==> config.mk <==
export PLATFORM = sky130hd
export DESIGN_NAME = tdm_ctl_port
export DESIGN_NICKNAME = d
export VERILOG_FILES = /design/src/rtl/tdm_ctl_pkg.sv /design/src/rtl/tdm_rx_shifter.sv /design/src/rtl/tdm_frame_decoder.sv /design/src/rtl/tdm_reg_bank.sv /design/src/rtl/tdm_tx_shifter.sv /design/src/rtl/tdm_ctl_port.sv
export SDC_FILE = /design/constraint.sdc
export NUM_CORES = 1
export LEC_CHECK = 0
export BUFFER_PORTS_ARGS = -buffer_cell sky130_fd_sc_hd__buf_2
export CORE_MARGIN = 2
export CORE_UTILIZATION = 35
export CTS_CLUSTER_SIZE = 12
export DETAILED_ROUTE_END_ITERATION = 12
export PLACE_DENSITY_LB_ADDON = 0.08
export SLEW_MARGIN = 10
export SYNTH_ARGS = -nofsm -noshare
export SYNTH_HDL_FRONTEND = slang
export SYNTH_SLANG_ARGS = --single-unit
==> constraint.sdc <==
create_clock -name sclk -period 2.6 [get_ports sclk]
set_input_delay 0.39 -clock sclk [delete_from_list [all_inputs] [get_ports sclk]]
set_output_delay 0.39 -clock sclk [all_outputs]
set_load 0.05 [all_outputs]
==> src/rtl/tdm_ctl_pkg.sv <==
`timescale 1ns/1ps
package tdm_ctl_pkg;
  localparam int WORD_W   = 16;
  localparam int REG_W    = 8;
  localparam int NUM_REGS = 6;
  localparam int MODE_REG = 1;
  localparam int MODE_BIT = 6;

  typedef enum logic {
    MODE_PROG = 1'b0,
    MODE_DATA = 1'b1
  } port_mode_e;
endpackage

==> src/rtl/tdm_rx_shifter.sv <==
`timescale 1ns/1ps
module tdm_rx_shifter #(
  parameter int WORD_W = 16
) (
  input  logic              clk,
  input  logic              rst_n,
  input  logic              fs_i,
  input  logic              din_i,
  output logic              shift_o,
  output logic              done_o,
  output logic [WORD_W-1:0] word_o
);
  localparam int CNT_W = $clog2(WORD_W);
  localparam logic [CNT_W-1:0] LAST_BIT = CNT_W'(WORD_W - 1);

  logic [WORD_W-2:0] sr_q;
  logic [CNT_W-1:0]  cnt_q;
  logic              active_q;

  assign shift_o = active_q & ~fs_i;
  assign done_o  = shift_o && (cnt_q == LAST_BIT);
  assign word_o  = {sr_q, din_i};

  always_ff @(negedge clk or negedge rst_n) begin
    if (!rst_n) begin
      sr_q     <= '0;
      cnt_q    <= '0;
      active_q <= 1'b0;
    end else if (fs_i) begin
      active_q <= 1'b1;
      cnt_q    <= '0;
    end else if (shift_o) begin
      sr_q  <= {sr_q[WORD_W-3:0], din_i};
      cnt_q <= cnt_q + 1'b1;
      if (done_o) active_q <= 1'b0;
    end
  end

  // a strobe always restarts bit counting, even mid-word
  p_restart_r10: assert property (@(negedge clk) disable iff (!rst_n)
    fs_i |=> (active_q && cnt_q == '0));
endmodule

==> src/rtl/tdm_frame_decoder.sv <==
`timescale 1ns/1ps
module tdm_frame_decoder #(
  parameter int WORD_W   = 16,
  parameter int REG_W    = 8,
  parameter int NUM_REGS = 6,
  parameter int ADDR_W   = 3,
  parameter bit FMT_15P1 = 1'b1
) (
  input  logic                      clk,
  input  logic                      rst_n,
  input  logic                      fs_i,
  input  logic                      done_i,
  input  logic [WORD_W-1:0]         word_i,
  input  logic                      data_mode_i,
  input  logic [NUM_REGS*REG_W-1:0] regs_i,
  output logic                      wr_pend_o,
  output logic [ADDR_W-1:0]         wr_addr_o,
  output logic [REG_W-1:0]          wr_data_o,
  output logic                      rd_pend_o,
  output logic [REG_W-1:0]          rd_byte_o,
  output logic                      exit_pend_o,
  output logic                      dvalid_o,
  output logic [WORD_W-1:0]         dword_o
);
  localparam int RD_BIT = WORD_W - ADDR_W - 1;
  localparam int BC_BIT = RD_BIT - 1;
  localparam int MARK_W = BC_BIT - REG_W;

  logic [ADDR_W-1:0] addr;
  logic              is_rd, is_bc, addr_ok, legal, exit_bit;
  logic [MARK_W-1:0] mark;
  logic [REG_W-1:0]  rd_sel;

  assign addr    = word_i[WORD_W-1 -: ADDR_W];
  assign is_rd   = word_i[RD_BIT];
  assign is_bc   = word_i[BC_BIT];
  assign mark    = word_i[REG_W +: MARK_W];
  assign addr_ok = (addr != '0) && (addr <= ADDR_W'(NUM_REGS));
  assign legal   = (&mark) && addr_ok;

  generate
    if (FMT_15P1) begin : g_flag_exit
      assign exit_bit = word_i[0];
    end else begin : g_no_exit
      assign exit_bit = 1'b0;
    end
  endgenerate

  always_comb begin
    rd_sel = '0;
    for (int k = 0; k < NUM_REGS; k++) begin
      if (addr == ADDR_W'(k + 1)) rd_sel = regs_i[k*REG_W +: REG_W];
    end
  end

  logic                wr_q, rd_q, exit_q, dv_q;
  logic [ADDR_W-1:0]   wa_q;
  logic [REG_W-1:0]    wd_q, rb_q;
  logic [WORD_W-1:0]   dw_q;

  always_ff @(negedge clk or negedge rst_n) begin
    if (!rst_n) begin
      wr_q   <= 1'b0;
      rd_q   <= 1'b0;
      exit_q <= 1'b0;
      dv_q   <= 1'b0;
      wa_q   <= '0;
      wd_q   <= '0;
      rb_q   <= '0;
      dw_q   <= '0;
    end else begin
      dv_q <= done_i & data_mode_i;
      if (fs_i) begin
        wr_q   <= 1'b0;
        rd_q   <= 1'b0;
        exit_q <= 1'b0;
      end else if (done_i) begin
        if (data_mode_i) begin
          dw_q   <= word_i;
          exit_q <= exit_bit;
        end else if (legal) begin
          if (is_rd) begin
            if (!is_bc) begin
              rd_q <= 1'b1;
              rb_q <= rd_sel;
            end
          end else begin
            wr_q <= 1'b1;
            wa_q <= addr;
            wd_q <= word_i[REG_W-1:0];
          end
        end
      end
    end
  end

  assign wr_pend_o   = wr_q;
  assign wr_addr_o   = wa_q;
  assign wr_data_o   = wd_q;
  assign rd_pend_o   = rd_q;
  assign rd_byte_o   = rb_q;
  assign exit_pend_o = exit_q;
  assign dvalid_o    = dv_q;
  assign dword_o     = dw_q;

  // no control write can be pending while streaming
  p_no_ctl_in_data_r7: assert property (@(negedge clk) disable iff (!rst_n)
    data_mode_i |-> !wr_q);
  // the word strobe lasts a single cycle
  p_valid_pulse_r8: assert property (@(negedge clk) disable iff (!rst_n)
    dv_q |=> !dv_q);
endmodule

==> src/rtl/tdm_reg_bank.sv <==
`timescale 1ns/1ps
module tdm_reg_bank #(
  parameter int REG_W    = 8,
  parameter int NUM_REGS = 6,
  parameter int ADDR_W   = 3,
  parameter int MODE_REG = 1,
  parameter int MODE_BIT = 6
) (
  input  logic                      clk,
  input  logic                      rst_n,
  input  logic                      apply_i,
  input  logic                      wr_i,
  input  logic [ADDR_W-1:0]         wr_addr_i,
  input  logic [REG_W-1:0]          wr_data_i,
  input  logic                      exit_i,
  output logic [NUM_REGS*REG_W-1:0] regs_o,
  output logic                      mode_next_o
);
  localparam int MODE_POS = (MODE_REG - 1) * REG_W + MODE_BIT;

  logic [NUM_REGS*REG_W-1:0] next_flat;

  generate
    for (genvar g = 0; g < NUM_REGS; g++) begin : g_reg
      logic [REG_W-1:0] q, d;
      always_comb begin
        d = q;
        if (wr_i && wr_addr_i == ADDR_W'(g + 1)) d = wr_data_i;
        if ((g == MODE_REG - 1) && exit_i) d[MODE_BIT] = 1'b0;
      end
      always_ff @(negedge clk or negedge rst_n) begin
        if (!rst_n)       q <= '0;
        else if (apply_i) q <= d;
      end
      assign regs_o[g*REG_W +: REG_W]    = q;
      assign next_flat[g*REG_W +: REG_W] = d;
    end
  endgenerate

  assign mode_next_o = next_flat[MODE_POS];

  // configuration is frozen except at a frame strobe
  p_cfg_hold_r3: assert property (@(negedge clk) disable iff (!rst_n)
    !apply_i |=> $stable(regs_o));
endmodule

==> src/rtl/tdm_tx_shifter.sv <==
`timescale 1ns/1ps
module tdm_tx_shifter #(
  parameter int WORD_W = 16,
  parameter int REG_W  = 8
) (
  input  logic             clk,
  input  logic             rst_n,
  input  logic             fs_i,
  input  logic             shift_i,
  input  logic             rd_pend_i,
  input  logic [REG_W-1:0] rd_byte_i,
  output logic             dout_o
);
  logic [WORD_W-1:0] sr_q;

  always_ff @(negedge clk or negedge rst_n) begin
    if (!rst_n)       sr_q <= '0;
    else if (fs_i)    sr_q <= rd_pend_i ? {{(WORD_W-REG_W){1'b0}}, rd_byte_i} : '0;
    else if (shift_i) sr_q <= {sr_q[WORD_W-2:0], 1'b0};
  end

  assign dout_o = sr_q[WORD_W-1];

  // the upper byte of every returned word is zero
  p_read_high_zero_r4: assert property (@(negedge clk) disable iff (!rst_n)
    fs_i |=> (sr_q[WORD_W-1:REG_W] == '0));
endmodule

==> src/rtl/tdm_ctl_port.sv <==
`timescale 1ns/1ps
module tdm_ctl_port
  import tdm_ctl_pkg::*;
#(
  parameter int WORD_W_P   = WORD_W,
  parameter int REG_W_P    = REG_W,
  parameter int NUM_REGS_P = NUM_REGS,
  parameter int MODE_REG_P = MODE_REG,
  parameter int MODE_BIT_P = MODE_BIT,
  parameter bit FMT_15P1   = 1'b1
) (
  input  logic                          sclk,
  input  logic                          rst_n,
  input  logic                          fs,
  input  logic                          din,
  output logic                          dout,
  output logic [NUM_REGS_P*REG_W_P-1:0] cfg,
  output logic                          prog_mode,
  output logic [WORD_W_P-1:0]           data_word,
  output logic                          data_valid
);
  localparam int ADDR_W = $clog2(NUM_REGS_P + 1);

  logic                shift, done;
  logic [WORD_W_P-1:0] word;
  logic                wr_pend, rd_pend, exit_pend, mode_next;
  logic [ADDR_W-1:0]   wr_addr;
  logic [REG_W_P-1:0]  wr_data, rd_byte;
  port_mode_e          mode_q;

  tdm_rx_shifter #(.WORD_W(WORD_W_P)) u_rx (
    .clk(sclk), .rst_n(rst_n), .fs_i(fs), .din_i(din),
    .shift_o(shift), .done_o(done), .word_o(word)
  );

  tdm_frame_decoder #(
    .WORD_W(WORD_W_P), .REG_W(REG_W_P), .NUM_REGS(NUM_REGS_P),
    .ADDR_W(ADDR_W), .FMT_15P1(FMT_15P1)
  ) u_dec (
    .clk(sclk), .rst_n(rst_n), .fs_i(fs), .done_i(done), .word_i(word),
    .data_mode_i(mode_q == MODE_DATA), .regs_i(cfg),
    .wr_pend_o(wr_pend), .wr_addr_o(wr_addr), .wr_data_o(wr_data),
    .rd_pend_o(rd_pend), .rd_byte_o(rd_byte), .exit_pend_o(exit_pend),
    .dvalid_o(data_valid), .dword_o(data_word)
  );

  tdm_reg_bank #(
    .REG_W(REG_W_P), .NUM_REGS(NUM_REGS_P), .ADDR_W(ADDR_W),
    .MODE_REG(MODE_REG_P), .MODE_BIT(MODE_BIT_P)
  ) u_bank (
    .clk(sclk), .rst_n(rst_n), .apply_i(fs), .wr_i(wr_pend),
    .wr_addr_i(wr_addr), .wr_data_i(wr_data), .exit_i(exit_pend),
    .regs_o(cfg), .mode_next_o(mode_next)
  );

  tdm_tx_shifter #(.WORD_W(WORD_W_P), .REG_W(REG_W_P)) u_tx (
    .clk(sclk), .rst_n(rst_n), .fs_i(fs), .shift_i(shift),
    .rd_pend_i(rd_pend), .rd_byte_i(rd_byte), .dout_o(dout)
  );

  always_ff @(negedge sclk or negedge rst_n) begin
    if (!rst_n)  mode_q <= MODE_PROG;
    else if (fs) mode_q <= mode_next ? MODE_DATA : MODE_PROG;
  end

  assign prog_mode = (mode_q == MODE_PROG);

  // the mode register moves only on a frame strobe
  p_mode_at_strobe_r7: assert property (@(negedge sclk) disable iff (!rst_n)
    !$stable(mode_q) |-> $past(fs));
  // an exit request always lands the port in programming mode
  p_exit_to_prog_r9: assert property (@(negedge sclk) disable iff (!rst_n)
    (fs && exit_pend) |=> prog_mode);
endmodule

# Word level (Yosys, flattened, before mapping)
# Cells that the tools add are included.
[word_totals]
register_bits = 124
inputBits = 4
out_inout_bits = 67
elab_cells = 105
[op_classes]
n_addsub = 1
order_cmp = 1
n_eq_ne = 16
muxes = 31
bitwise = 6
reduce_logical = 30
[ops]
columns = ["cell", "count"]
rows = [
  ["two-way mux 8 bit", 7],
  ["two-way mux 16 bit", 2],
  ["two-way mux 1 bit", 19],
  ["== test 3 bit (second input constant)", 6],
  ["AND reduction 2 bit", 9],
  ["== test 3 x 2 -> 1 bit (second input constant)", 4],
  ["AND reduction 5 bit", 2],
  ["nonzero test 2 bit", 5],
  ["logical AND 1 bit", 9],
  ["two-way mux 4 bit", 2],
  ["two-way mux 7 bit", 1],
  ["== test 3 x 1 -> 1 bit (second input constant)", 2],
  ["!= test 2 bit (second input constant)", 3],
  ["AND reduction 3 bit", 2],
  ["AND reduction 6 bit", 1],
  ["adder 4 x 1 -> 4 bit (second input constant)", 1],
  ["== test 4 bit (second input constant)", 1],
  ["inverter 1 bit", 4],
  ["AND reduction 4 bit", 1],
  ["less-or-equal comparator 3 bit (second input constant)", 1],
  ["nonzero test 3 bit", 1],
  ["bitwise AND 1 bit", 2],
]

# Depth between registers and ports, before layout
# Gate-level depths: netlist (run 1).
[depth]
word_depth = 7
ltp_mapped = 6
ltp_nobuf = 5

# Cells and area by module
# Synthesis (run 1) repeated with hierarchy kept, for this count alone.
[hier_totals]
hier_cells = 381
area_unflattened_um2 = 5406.4
[modules_own_cells]
columns = ["mod", "instances", "cells_each", "area_each_um2"]
rows = [
  ["tdm_reg_bank", 1, 115, 1888.1],
  ["tdm_frame_decoder", 1, 153, 1879.3],
  ["tdm_rx_shifter", 1, 55, 879.6],
  ["tdm_tx_shifter", 1, 55, 715.7],
  ["tdm_ctl_port", 1, 3, 43.8],
]

==> results of run 1 <==
-- report_power, final --
part	leakage (nW)	total, mW	switching [mW]	internal [mW]
logic	1.86	0.760	0.447	0.313
clock network	0.321	2.51	0.804	1.70
registers	1.68	2.17	0.144	2.03
-- state kept, by name, summed over array words and instances, names as in the netlist --
signal	count
u_bank.g.q	48
u_dec.dword_o	16
u_tx.sr_q	16
u_rx.sr_q	15
u_dec.rd_byte_o	8
u_dec.wr_data_o	8
u_rx.cnt_q	4
u_dec.wr_addr_o	3
u_dec.dvalid_o	1
u_dec.exit_pend_o	1
u_dec.rd_pend_o	1
u_dec.wr_pend_o	1
u_rx.active_q	1
-- cells in the final DEF, fill, tap and decap left out, types with 4 or more instances in the layout --
cell,netlist,layout
sky130_fd_sc_hd__a211oi_1,8,8
sky130_fd_sc_hd__a21oi_1,17,17
sky130_fd_sc_hd__buf_12,0,9
sky130_fd_sc_hd__buf_4,4,79
sky130_fd_sc_hd__buf_6,0,66
sky130_fd_sc_hd__clkbuf_16,0,18
sky130_fd_sc_hd__clkbuf_8,0,8
sky130_fd_sc_hd__dfrtn_1,123,123
sky130_fd_sc_hd__mux2_1,12,7
sky130_fd_sc_hd__mux2_2,92,83
sky130_fd_sc_hd__mux2_4,0,14
sky130_fd_sc_hd__mux2i_1,17,17
sky130_fd_sc_hd__nand2_1,11,11
sky130_fd_sc_hd__nand2b_1,4,4
sky130_fd_sc_hd__nor2_1,14,14
sky130_fd_sc_hd__nor2_2,5,5
sky130_fd_sc_hd__o21ai_0,18,18
sky130_fd_sc_hd__o22ai_1,8,8
-- cell families after synthesis --
kind of cell    after synthesis  synth area share, %
buf+inv                      25                 2.28
flops                       123                 59.6
simple gates                 53                 5.62
compound gates               53                 5.84
fa+ha+maj                     1                0.242
mux                         121                 26.0
xor+xnor                      3                0.509
-- per-stage QoR --
stage	utilization, %	hold WS (ns)
floorplan	-	0.405
global placement	42.0	0.430
detailed placement	42.0	0.438
CTS	51.2	0.434
global route	52.5	0.454
finish	52.5	0.425
-- layer usage --
layer	GRT usage [%]	up-vias	part of all wire (%)
met3	4.41	17	4.3
li1	-	1681	-
met2	25.9	89	46
met1	23.9	1826	48
met5	0	-	0
met4	6.27	0	1.5
-- worst max-delay path by stage --
stage | slack, ns | startpoint | depth (start not counted) | endpoint
6_report | -0.18 | u_bank.g_reg[0].q[6] | 1 | cfg[6]
5_1_grt | -0.21 | u_bank.g_reg[0].q[6] | 1 | cfg[6]
3_3_place_gp | -0.38 | fs | 5 | u_dec.rd_byte_o[1]
2_1_floorplan | -0.07 | fs | 4 | u_bank.g_reg[0].q[0]
4_1_cts | -0.18 | u_bank.g_reg[0].q[6] | 1 | cfg[6]
3_5_place_dp | -0.39 | fs | 5 | u_dec.rd_byte_o[1]
-- synth_stat cells, types with 2 or more instances --
master	count	share of area [%]
sky130_fd_sc_hd__o21ai_0	18	1.7
sky130_fd_sc_hd__nor2_2	5	0.61
sky130_fd_sc_hd__nand2b_1	4	0.48
sky130_fd_sc_hd__nor3_1	2	0.19
sky130_fd_sc_hd__clkbuf_1	10	0.73
sky130_fd_sc_hd__xor2_1	2	0.34
sky130_fd_sc_hd__mux2_1	12	2.6
sky130_fd_sc_hd__nor2_1	14	1.0
sky130_fd_sc_hd__mux2_2	92	20
sky130_fd_sc_hd__dfrtn_1	123	60
sky130_fd_sc_hd__a21oi_1	17	1.6
sky130_fd_sc_hd__mux2i_1	17	3.3
sky130_fd_sc_hd__o22ai_1	8	0.97
sky130_fd_sc_hd__a211oi_1	8	1.2
sky130_fd_sc_hd__buf_2	7	0.68
sky130_fd_sc_hd__inv_1	3	0.22
sky130_fd_sc_hd__nand2_1	11	0.80
sky130_fd_sc_hd__nand3_1	4	0.39
sky130_fd_sc_hd__buf_4	4	0.58
sky130_fd_sc_hd__nand3b_1	3	0.44
-- timing repair --
item | 4_1_cts | 5_1_grt
buffers inserted | 36 | 13
endpoints found under the setup margin | 67 | 94
cloned | 0 | 2
hold buffers | 0 | 0
pin swaps | 0 | 4
gates resized for setup | 134 | 15
-- layout make-up --
cell class	instances	area, sq um
multi-input combinational	232	2080
clock inverter	6	105
tap	184	230
clock buffer	25	536
fill	1276	6870
sequential	123	3080
inverter	4	15.0
timing repair buffer	157	1560
-- worst min-delay path, stage by stage (launching register included) --
cell	delay, ns
sky130_fd_sc_hd__dfrtn_1	0.40
sky130_fd_sc_hd__nand2_1	0.05
sky130_fd_sc_hd__o21ai_0	0.06
==> results by stage, run 1 <==
Placed design:
- Port buffering added 70 buffers.
- The final HPWL from detailed placement is 8780 microns.
- In this run, placement finished with an instance count of about 650.
- The placement-stage worst setup slack is -0.395 ns.
- The congestion estimate from routability-driven global placement came to between 0.7 and 0.8.
- The placed standard-cell area is between 6000 and 7000 sq um.

Global route:
- The initial antenna violation count came to 0.
- The via count of the first global-routing pass is about 3700.
- The total grt overflow is 0.
- The largest net degree at the start of global routing is 29.
- In the global route stage, overall resource usage came out at between 15 and 20%.
- The first global-routing pass estimated roughly 21000 microns of wire.

Floorplan:
- The die covers roughly 16000 sq um.
- The floorplan row count is 44.
- Pin placement for this block handled roughly 70 I/O pins.
- The horizontal die dimension is around 130 microns.
- The effective utilization at floorplan is 35.7%.
- From bottom edge to top edge, the die measures around 130 microns.
- The total core area is around 14000 sq um.

Clock network:
- For this design, the sink count on the clock tree is approximately 120.
- Clock-pin slew was measured on the worst setup and hold paths at around 0.040 ns.
- TritonCTS built the clock tree.
- The clock network latency to the later pin of the worst-skew pair is about 0.4 ns.
- The number of buffers on the longest clock path is 2.
- The H-tree was split into 4 levels.
- The cell sitting at the root of the clock tree is a sky130_fd_sc_hd__clkbuf_16.
- The number of buffers created by CTS is 17.

Power:
- The maximum resistive drop on vdd is roughly 0.42 mV.
- The leakage power total is approximately 3.9 nW.
- The completed layout was analyzed and its total power is 5.44 mW.
- The power density of the placed cells is 715 nW/um^2.

Status:
- The flow ran to the end, but the final reports show violations.
- The checks that failed: negative setup slack.

Detailed routing:
- The number of violations reported at the end of detailed-routing iteration 0 is approximately 170.
- The antenna violation net count after detailed routing is 0.
- In the routed layout, each cell is associated on average with a via count of 4.94.
- The DRC violations left is 0.
- The routed length per instance is approximately 18 microns.
- The overall routed net length is between 10000 and 15000 microns.
- The vias after detailed routing is between 3000 and 4000.
- The first-pass iteration count of the detailed router is 4.

Critical path:
- The critical path goes through buf_4.
- The depth of the worst register-to-register path is 6.
- The endpoint identified for the worst register-to-register timing path is u_dec.wr_data_o[5].
- The master of the slowest instance on the critical path is sky130_fd_sc_hd__dfrtn_1.
- The source of the worst register-to-register timing path is u_rx.sr_q[12].
- The startpoint type of the worst setup path is a register.
- The family with the most delay on the worst path is flip-flops.
- For flop-to-flop paths, the worst setup slack is about 0.37 ns.
- In this design, the stage delay of the slowest critical-path cell is 0.47 ns.
- The worst setup path category is register to output pin.
- The required arrival time at the worst endpoint is roughly 2.2 ns.
- The largest fanout on the critical path is 3.
- The worst setup path is captured at an output pin.
- The number of buffers and inverters on the critical path is 1.
- The worst endpoint data arrival time is 2.39 ns.

Logic synthesis:
- The async set or reset register ratio after synthesis is 100%.
- Counting flops with a built-in enable in the synthesized netlist gives 0.
- After synthesis the netlist holds a flip-flop and latch count of ~120.
- The post-synthesis net count is 384.
- The sequential area share after synthesis is 59.6%.
- The cell area after technology mapping is 5170 sq um.
- The most used flip-flop cell after synthesis is sky130_fd_sc_hd__dfrtn_1.
- The total of warnings raised by yosys is 0.
- Counting distinct cell types in the post-synthesis netlist gives 35.
- The synthesized area per cell is 13.6 sq um.
- Synthesis handed over a netlist of between 300 and 400 instances.

Layout:
- The number of nets in the final layout is 540.
- The number of antenna diodes in the final layout is 0.
- The count of placed standard cells in the final layout, fillers left out is 731.
- After routing the design area is 7600 sq um.
- The share of cells above drive strength 1 is a little over half.
- The area growth from synthesis to layout is 47.2%.

STA:
- For the final database, setup skew stands at 0.00553 ns.
- The max-slew violation count is 0.
- The transition time of the tightest slew-check pin is approximately 0.57 ns.
- The headroom to the max-slew limit is 62.1%.
- Setup violations remaining at the end of the flow were counted as 67.
- The hold violation total from the final report is 0.
- Setup repair after global routing could not meet its margin everywhere.
- The final sum of negative setup slack is -5.44 ns.
- The minimum setup slack in the final design is -0.179 ns.

Worst hold path:
- For hold timing, the worst endpoint is u_tx.sr_q[7].
- The startpoint of the most critical hold path is u_dec.rd_byte_o[7].
- The min-delay analysis places its worst path in the category register to register.
- Along the worst hold path, the cell count comes to 2.

Flow run:
- The number of maximum-capacitance violations is 0.
No activity file was read; power rests on OpenSTA's default activity.
==> inputs of run 2 (changes only) <==
--- a/config.mk
+++ b/config.mk
@@ -6,6 +6,8 @@
 export NUM_CORES = 1
 export LEC_CHECK = 0
 export BUFFER_PORTS_ARGS = -buffer_cell sky130_fd_sc_hd__buf_2
+export CELL_PAD_IN_SITES_DETAIL_PLACEMENT = 2
+export CELL_PAD_IN_SITES_GLOBAL_PLACEMENT = 2
 export CORE_MARGIN = 2
 export CORE_UTILIZATION = 35
 export CTS_CLUSTER_SIZE = 12
==> run 2 against run 1 <==
Net effect: the flow still finishes with violations (negative setup slack); core utilization fell by 0.58 points; clock-buffer cell count shrank 1; critical path depth is the same; final cell count is 1.5% higher; total power is 1.5% lower; via count is 7.2% higher; sequential power barely moved; setup slack lost 0.067 ns; largest power group unchanged; highest routed layer unchanged.
==> results by stage, run 2 (synthesized netlist as in run 1, its figures left out) <==
STA:
- The minimum setup slack in the final design is -0.246 ns.
- Setup violations remaining at the end of the flow were counted as 67.
- The headroom to the max-slew limit is around 64%.
- The max-slew violation count came to 0.
- Setup repair after global routing could not meet its margin everywhere.
- The worst hold slack after final layout is approximately 0.43 ns.
- Across the routed clock network, the largest skew measured is ~0.016 ns.
- At the pin with the least slew margin, the transition time is approximately 0.54 ns.
- The hold violation total from the final report was 0.

Detailed routing:
- Using the TritonRoute via totals, the vias-per-cell ratio works out to 5.22.
- For this block, the initial DRC count from the detailed router was 116.
- The routed length per instance is ~24 microns.
- For this run, design rule violations remaining after detail routing come to 0.
- The vias after detailed routing is ~3900.
- Summed over all layers, the routed wires come to 18100 microns.
- The antenna violation net count after detailed routing is 0.
- The first TritonRoute pass finished after 5 iterations.

Power:
- The power density of the placed cells is between 700 and 800 nW/um^2.
- Across the VDD grid, the largest voltage drop is approximately 0.43 mV.
- The leakage power total is roughly 3.8 nW.

Placed design:
- The final HPWL from detailed placement is 10000 microns.
- At the end of routability-driven placement, the weighted congestion stood at 0.766.
- The number of cells after detailed placement is 646.
- The count of buffers added on input and output ports is 70.

Critical path:
- Traced cell by cell, the critical path runs through buf_6.
- The family with the most delay on the worst path is flip-flops.
- The sort of element at the end of the critical path is an output pin.
- The worst endpoint data arrival time is roughly 2.5 ns.
- By startpoint and endpoint, the worst setup path is classified as register to output pin.
- The startpoint type of the worst setup path is a register.
- The combined buffer and inverter count along the critical path is 1.
- The biggest cell delay along the critical path is approximately 0.55 ns.
- The required arrival time at the worst endpoint is 2.21 ns.
- The master of the slowest instance on the critical path is sky130_fd_sc_hd__dfrtn_1.
- Along the worst path, the maximum fanout reaches 2.

Flow run:
- The number of maximum-capacitance violations is 0.

Global route:
- The initial antenna violation count is 0.
- The via count of the first global-routing pass is 4437.
- The overall routing resource usage is ~22%.
- After global routing the overflow that remains totals 0.
- Entering global routing, the biggest net connects 54 pins.
- The first-pass GRT wire length is between 20000 and 30000 microns.

Floorplan:
- Pin placement for this block handled 71 I/O pins.
- The height of the die is about 130 microns.
- The floorplan has 44 rows.
- The effective utilization at floorplan is a little over a third.
- The horizontal die dimension is between 100 and 150 microns.
- The total core area is approximately 14000 sq um.
- The die covers between 15000 and 20000 sq um.

Status:
- The final reports fail on negative setup slack.
- The flow ran to the end, but the final reports show violations.

Clock network:
- For this design, the CTS-stage hold fixing added 0 buffers.
- Clock-pin slew was measured on the worst setup and hold paths at 0.05 ns.
- The number of buffers created by CTS is 17.
- The number of clock sinks is approximately 120.
- The clock network latency to the later pin of the worst-skew pair is 0.40 ns.
- The H-tree depth reported by CTS is 4.
- The TritonCTS clock tree is yes.
- The tree is rooted in a sky130_fd_sc_hd__clkbuf_16.
- In this run the deepest clock path goes through 2 buffers.

Worst hold path:
- The tightest min-delay check is of the register to register type.

Layout:
- The register containing the most flip-flops in the final layout is u_bank.g.q.
- Fill cells in the final layout number 1398.
- The number of nets in the final layout is 550.
- In the final layout, the share of cells above drive strength 1 is 54.1%.
- The library cells used most frequently in the layout, excluding fill and tap cells, are sky130_fd_sc_hd__dfrtn_1, sky130_fd_sc_hd__buf_4, sky130_fd_sc_hd__mux2_2.
- The count of placed standard cells in the final layout, fillers left out is between 700 and 800.
- The register with the most flip-flops in the layout has 48 of them.
- The most common cell after layout, fill and taps aside is sky130_fd_sc_hd__dfrtn_1.
- The number of antenna diodes is 0.
- The post-synthesis to final-layout area growth is 45.5%.
## run 2: cell count changes in the layout (fill, tap and decap cells not counted), moves of 2 or more
cell / delta
sky130_fd_sc_hd__buf_6: +2
sky130_fd_sc_hd__mux2_4: -5
sky130_fd_sc_hd__mux2_1: +5
sky130_fd_sc_hd__clkbuf_1: +3
sky130_fd_sc_hd__clkinv_2: +3
sky130_fd_sc_hd__clkbuf_8: -4
sky130_fd_sc_hd__buf_12: -4
sky130_fd_sc_hd__buf_4: +15
## run 2: per-layer routing
metal | vias up | wire, microns | track usage [%]
li1 | 1690 | - | -
met1 | 2045 | 7700 | 28.3
met2 | 107 | 9100 | 37.3
met3 | 30 | 691 | 4.58
met4 | 0 | 578 | 8.95
met5 | - | 0 | 0
## run 2: report_power, final
| group | internal, mW | total (mW) | switching, mW |
|---|---|---|---|
| clock network | 1.50 | 2.37 | 0.863 |
| logic | 0.292 | 0.853 | 0.561 |
| registers | 2.03 | 2.14 | 0.111 |
## run 2: final timing paths
path,startpoint,to,slack [ns],cells after the start
worst max-delay path,u_bank.g_reg[2].q[3],cfg[19],-0.25,1
worst min-delay path,u_dec.rd_byte_o[6],u_tx.sr_q[6],0.43,2
worst max register to register,u_rx.sr_q[14],u_dec.rd_byte_o[2],0.62,5
worst min register to register,u_dec.rd_byte_o[6],u_tx.sr_q[6],0.43,2
max in group asynchronous,rst_n,u_rx.sr_q[12],0.98,2
min in group asynchronous,rst_n,u_bank.g_reg[5].q[0],1.03,1
## run 2: through the flow
stage | setup WS, ns | power [mW] | TNS (ns) | area [sq um] | utilization [%]
2_1_floorplan | -0.0656 | 2.60 | -2.35 | 5260 | -
3_3_place_gp | -0.306 | 2.93 | -27.40 | 6030 | 41.6
3_5_place_dp | -0.375 | 2.95 | -30.58 | 6030 | 41.6
4_1_cts | -0.183 | 5.33 | -6.94 | 7360 | 50.8
5_1_grt | -0.241 | 5.56 | -9.23 | 7520 | 51.9
6_report | -0.246 | 5.36 | -7.05 | 7520 | 51.9
## run 2: what timing repair did
| item | 4_1_cts | 5_1_grt |
|---|---|---|
| pin swaps | 0 | 1 |
| resized for setup | 134 | 5 |
| endpoints found under the hold margin | 0 | 0 |
| setup buffers | 44 | 20 |
| endpoints found under the setup margin | 67 | 91 |
## run 2: layout make-up
cell class / count / area, sq um / area share (%)
flip-flops and latches: 123 / 3080 / 40.9
multi-input cells: 231 / 2040 / 27.1
repair buffers: 168 / 1580 / 21.0
clock buffers: 24 / 492 / 6.54
well taps: 184 / 230 / 3.06
clock inverters: 8 / 90.1 / 1.20
inverters: 4 / 15.0 / 0.200
==> inputs of run 3 (changes only) <==
--- a/config.mk
+++ b/config.mk
@@ -10,6 +10,7 @@
 export CELL_PAD_IN_SITES_GLOBAL_PLACEMENT = 2
 export CORE_MARGIN = 2
 export CORE_UTILIZATION = 35
+export CTS_BUF_LIST = sky130_fd_sc_hd__clkbuf_4
 export CTS_CLUSTER_SIZE = 12
 export DETAILED_ROUTE_END_ITERATION = 12
 export PLACE_DENSITY_LB_ADDON = 0.08
==> run 3 against run 2 <==
Net effect: the flow still finishes with violations (negative setup slack); highest routed layer unchanged; global-route usage shrank 0.71 points; routed wire length shrank 11%; combinational power shrank 4.8%; worst hold slack is essentially flat; critical path type unchanged; sequential power is essentially flat; die area is the same; clock power shrank 45%; final cell count shrank 1.2%; core utilization shrank 2.9 points.
==> results by stage, run 3 (synthesized netlist as in run 1, its figures left out) <==
Detailed routing:
- The count of nets left with antenna violations once routing finished came out at 0.
- Dividing the detail-routed via count by the number of cells gives between 5 and 6.
- The first-pass iteration count of the detailed router is 4.
- The DRC violations left is 0.
- For this block, the initial DRC count from the detailed router was 150.
- The detailed router placed 3723 vias in this run.
- Dividing the detail-routed wire length by the instance count gives about 22 microns.
- The overall routed net length is between 15000 and 20000 microns.

Layout:
- The register with the most flip-flops in the layout has 48 of them.
- The area of the multi-input gates is slightly above 2000 sq um.
- Ranked by flip-flop count, first place goes to u_bank.g.q.
- The area taken by flip-flops and latches is a little over 3000 sq um.
- The top cell types in the final layout, fill and taps aside, are sky130_fd_sc_hd__dfrtn_1, sky130_fd_sc_hd__buf_4, sky130_fd_sc_hd__mux2_2.
- The net count of the finished layout is 540.
- The count of fill cells added during filler insertion is around 1400.
- Compared with the post-synthesis result, the final layout area differs by 37.5%.
- The most common cell after layout, fill and taps aside is sky130_fd_sc_hd__dfrtn_1.
- The post-route netlist has ~53% of its cells at a drive strength greater than 1.

STA:
- Across the routed clock network, the largest skew measured is 0.0156 ns.
- Once routing completed, OpenROAD measured the worst setup slack at -0.284 ns.
- In the final timing run, aggregate negative setup slack is -13.45 ns.
- The hold violation total from the final report is 0.
- Setup repair after global routing could not meet its margin everywhere.
- The count of final setup violators is 67.
- The transition time of the tightest slew-check pin is 0.505 ns.
- The headroom to the max-slew limit is between 60% and 70%.
- The max-slew violation count is 0.

Floorplan:
- The core region is 14500 sq um.
- The die area is between 15000 and 20000 sq um.
- The floorplan row count is 44.
- The effective utilization at floorplan is between 30% and 40%.
- The horizontal die dimension is ~130 microns.
- The height of the die is 126 microns.
- During I/O placement, the number of pins put on the boundary was 71.

Critical path:
- Traced cell by cell, the critical path runs through buf_6.
- At the worst endpoint, the arrival time is approximately 2.5 ns.
- The combined buffer and inverter count along the critical path is 1.
- In this design, the stage delay of the slowest critical-path cell is between 0.5 and 0.6 ns.
- The critical path in this run is classified as register to output pin.
- In this run the worst path has a maximum fanout of 3.
- Data on the critical path is required at its endpoint by ~2.2 ns.
- The family with the most delay on the worst path is flip-flops.
- The sort of element at the end of the critical path is an output pin.
- The worst setup path is launched from a register.
- On the critical path, the stage with the largest delay is an instance of sky130_fd_sc_hd__dfrtn_1.

Power:
- The power density of the placed cells is between 500 and 600 nW/um^2.
- Summed over all cells, the static leakage comes to 3.65 nW.
- The maximum resistive drop on vdd is 0.227 mV.
- The total power after layout is 4.25 mW.

Global route:
- For this run, global-route usage on met2 was measured as between 30% and 40%.
- Global routing used ~22% of the available tracks.
- The global-route track usage on met3 is approximately 4.8%.
- The layer carrying the most global-route usage is met2.
- The total grt overflow is 0.
- The largest net degree at the start of global routing is between 50 and 60.
- The via count of the first global-routing pass is around 4400.
- The first-pass GRT wire length is 25800 microns.
- The met1 layer usage reported by global route is between 20 and 30%.
- The initial antenna violation count was 1.

Clock network:
- After clock tree synthesis, the clock-pin slew on the worst setup and hold paths is ~0.080 ns.
- TritonCTS built the clock tree.
- The clock network latency to the later pin of the worst-skew pair is roughly 0.49 ns.
- The number of clock buffers added by TritonCTS is 17.
- The number of buffers on the longest clock path is 2.
- The H-tree was split into 4 levels.
- The clock drives approximately 120 sinks.
- The root buffer cell chosen for the clock tree is sky130_fd_sc_hd__clkbuf_4.

Placed design:
- Routability-driven placement finished with a final weighted congestion of around 0.77.
- The placement-stage worst setup slack is -0.375 ns.
- The final HPWL from detailed placement is between 10000 and 15000 microns.
- The total of buffers placed on input and output ports is 70.

Worst hold path:
- The tightest min-delay check is of the register to register type.

Status:
- The flow ran to the end, but the final reports show violations.
- The final reports fail on negative setup slack.

Flow run:
- Across the run, the number of max-cap violations was 0.
## run 3: cell types whose count changed in the layout (fill, tap and decap cells not counted), sizes merged
cell	delta
clkbuf	-4
diode	+1
buf	-10
clkinv	+4
## run 3: tightest hold or removal path, stage by stage, from the launching register on
cell and delay (ns):
sky130_fd_sc_hd__dfrtn_1 0.41, sky130_fd_sc_hd__nand2_1 0.04, sky130_fd_sc_hd__o21ai_0 0.06
## run 3: final timing paths
check	slack, ns	cells after the start	startpoint	to
worst min register to register	0.43	2	u_dec.rd_byte_o[6]	u_tx.sr_q[6]
worst min-delay path	0.43	2	u_dec.rd_byte_o[6]	u_tx.sr_q[6]
max in group asynchronous	1.07	2	rst_n	u_rx.sr_q[12]
worst max register to register	0.62	5	u_rx.sr_q[12]	u_dec.rd_byte_o[2]
min in group asynchronous	0.93	1	rst_n	u_bank.g_reg[3].q[0]
worst max-delay path	-0.28	1	u_bank.g_reg[3].q[2]	cfg[26]
## run 3: area by class of cell
class | instances | area share [%]
multi-input cells | 231 | 28.6
well taps | 184 | 3.24
clock buffers | 20 | 2.11
inverters | 4 | 0.211
clock inverters | 12 | 1.48
repair buffers | 158 | 21.0
flip-flops and latches | 123 | 43.3
diodes | 1 | 0.0352
## run 3: per-layer routing
layer	wire, microns	vias up
li1	-	1668
met1	7180	1940
met2	7940	84
met3	525	31
met4	469	0
met5	0	-
## run 3: per-stage QoR
stage	std cells	area [sq um]	hold slack, ns	util (%)
6_report	733	7110	0.425	49.1
3_3_place_gp	646	6030	0.425	41.6
2_1_floorplan	379	5260	0.405	-
3_5_place_dp	646	6030	0.433	41.6
5_1_grt	733	7110	0.471	49.1
4_1_cts	717	6990	0.425	48.3
## run 3: power breakdown
part           total [mW]  internal (mW)  switching, mW  leakage [nW]
Sequential           2.13           2.02          0.109          1.68
Clock                1.30          0.579          0.726         0.150
Combinational       0.812          0.291          0.522          1.82
## run 3: repair_timing
item / 4_1_cts / 5_1_grt
gates resized for setup: 134 / 0
hold endpoints to repair: 0 / 0
endpoints found under the setup margin: 67 / 67
setup buffers: 39 / 15
hold buffers: 0 / 0
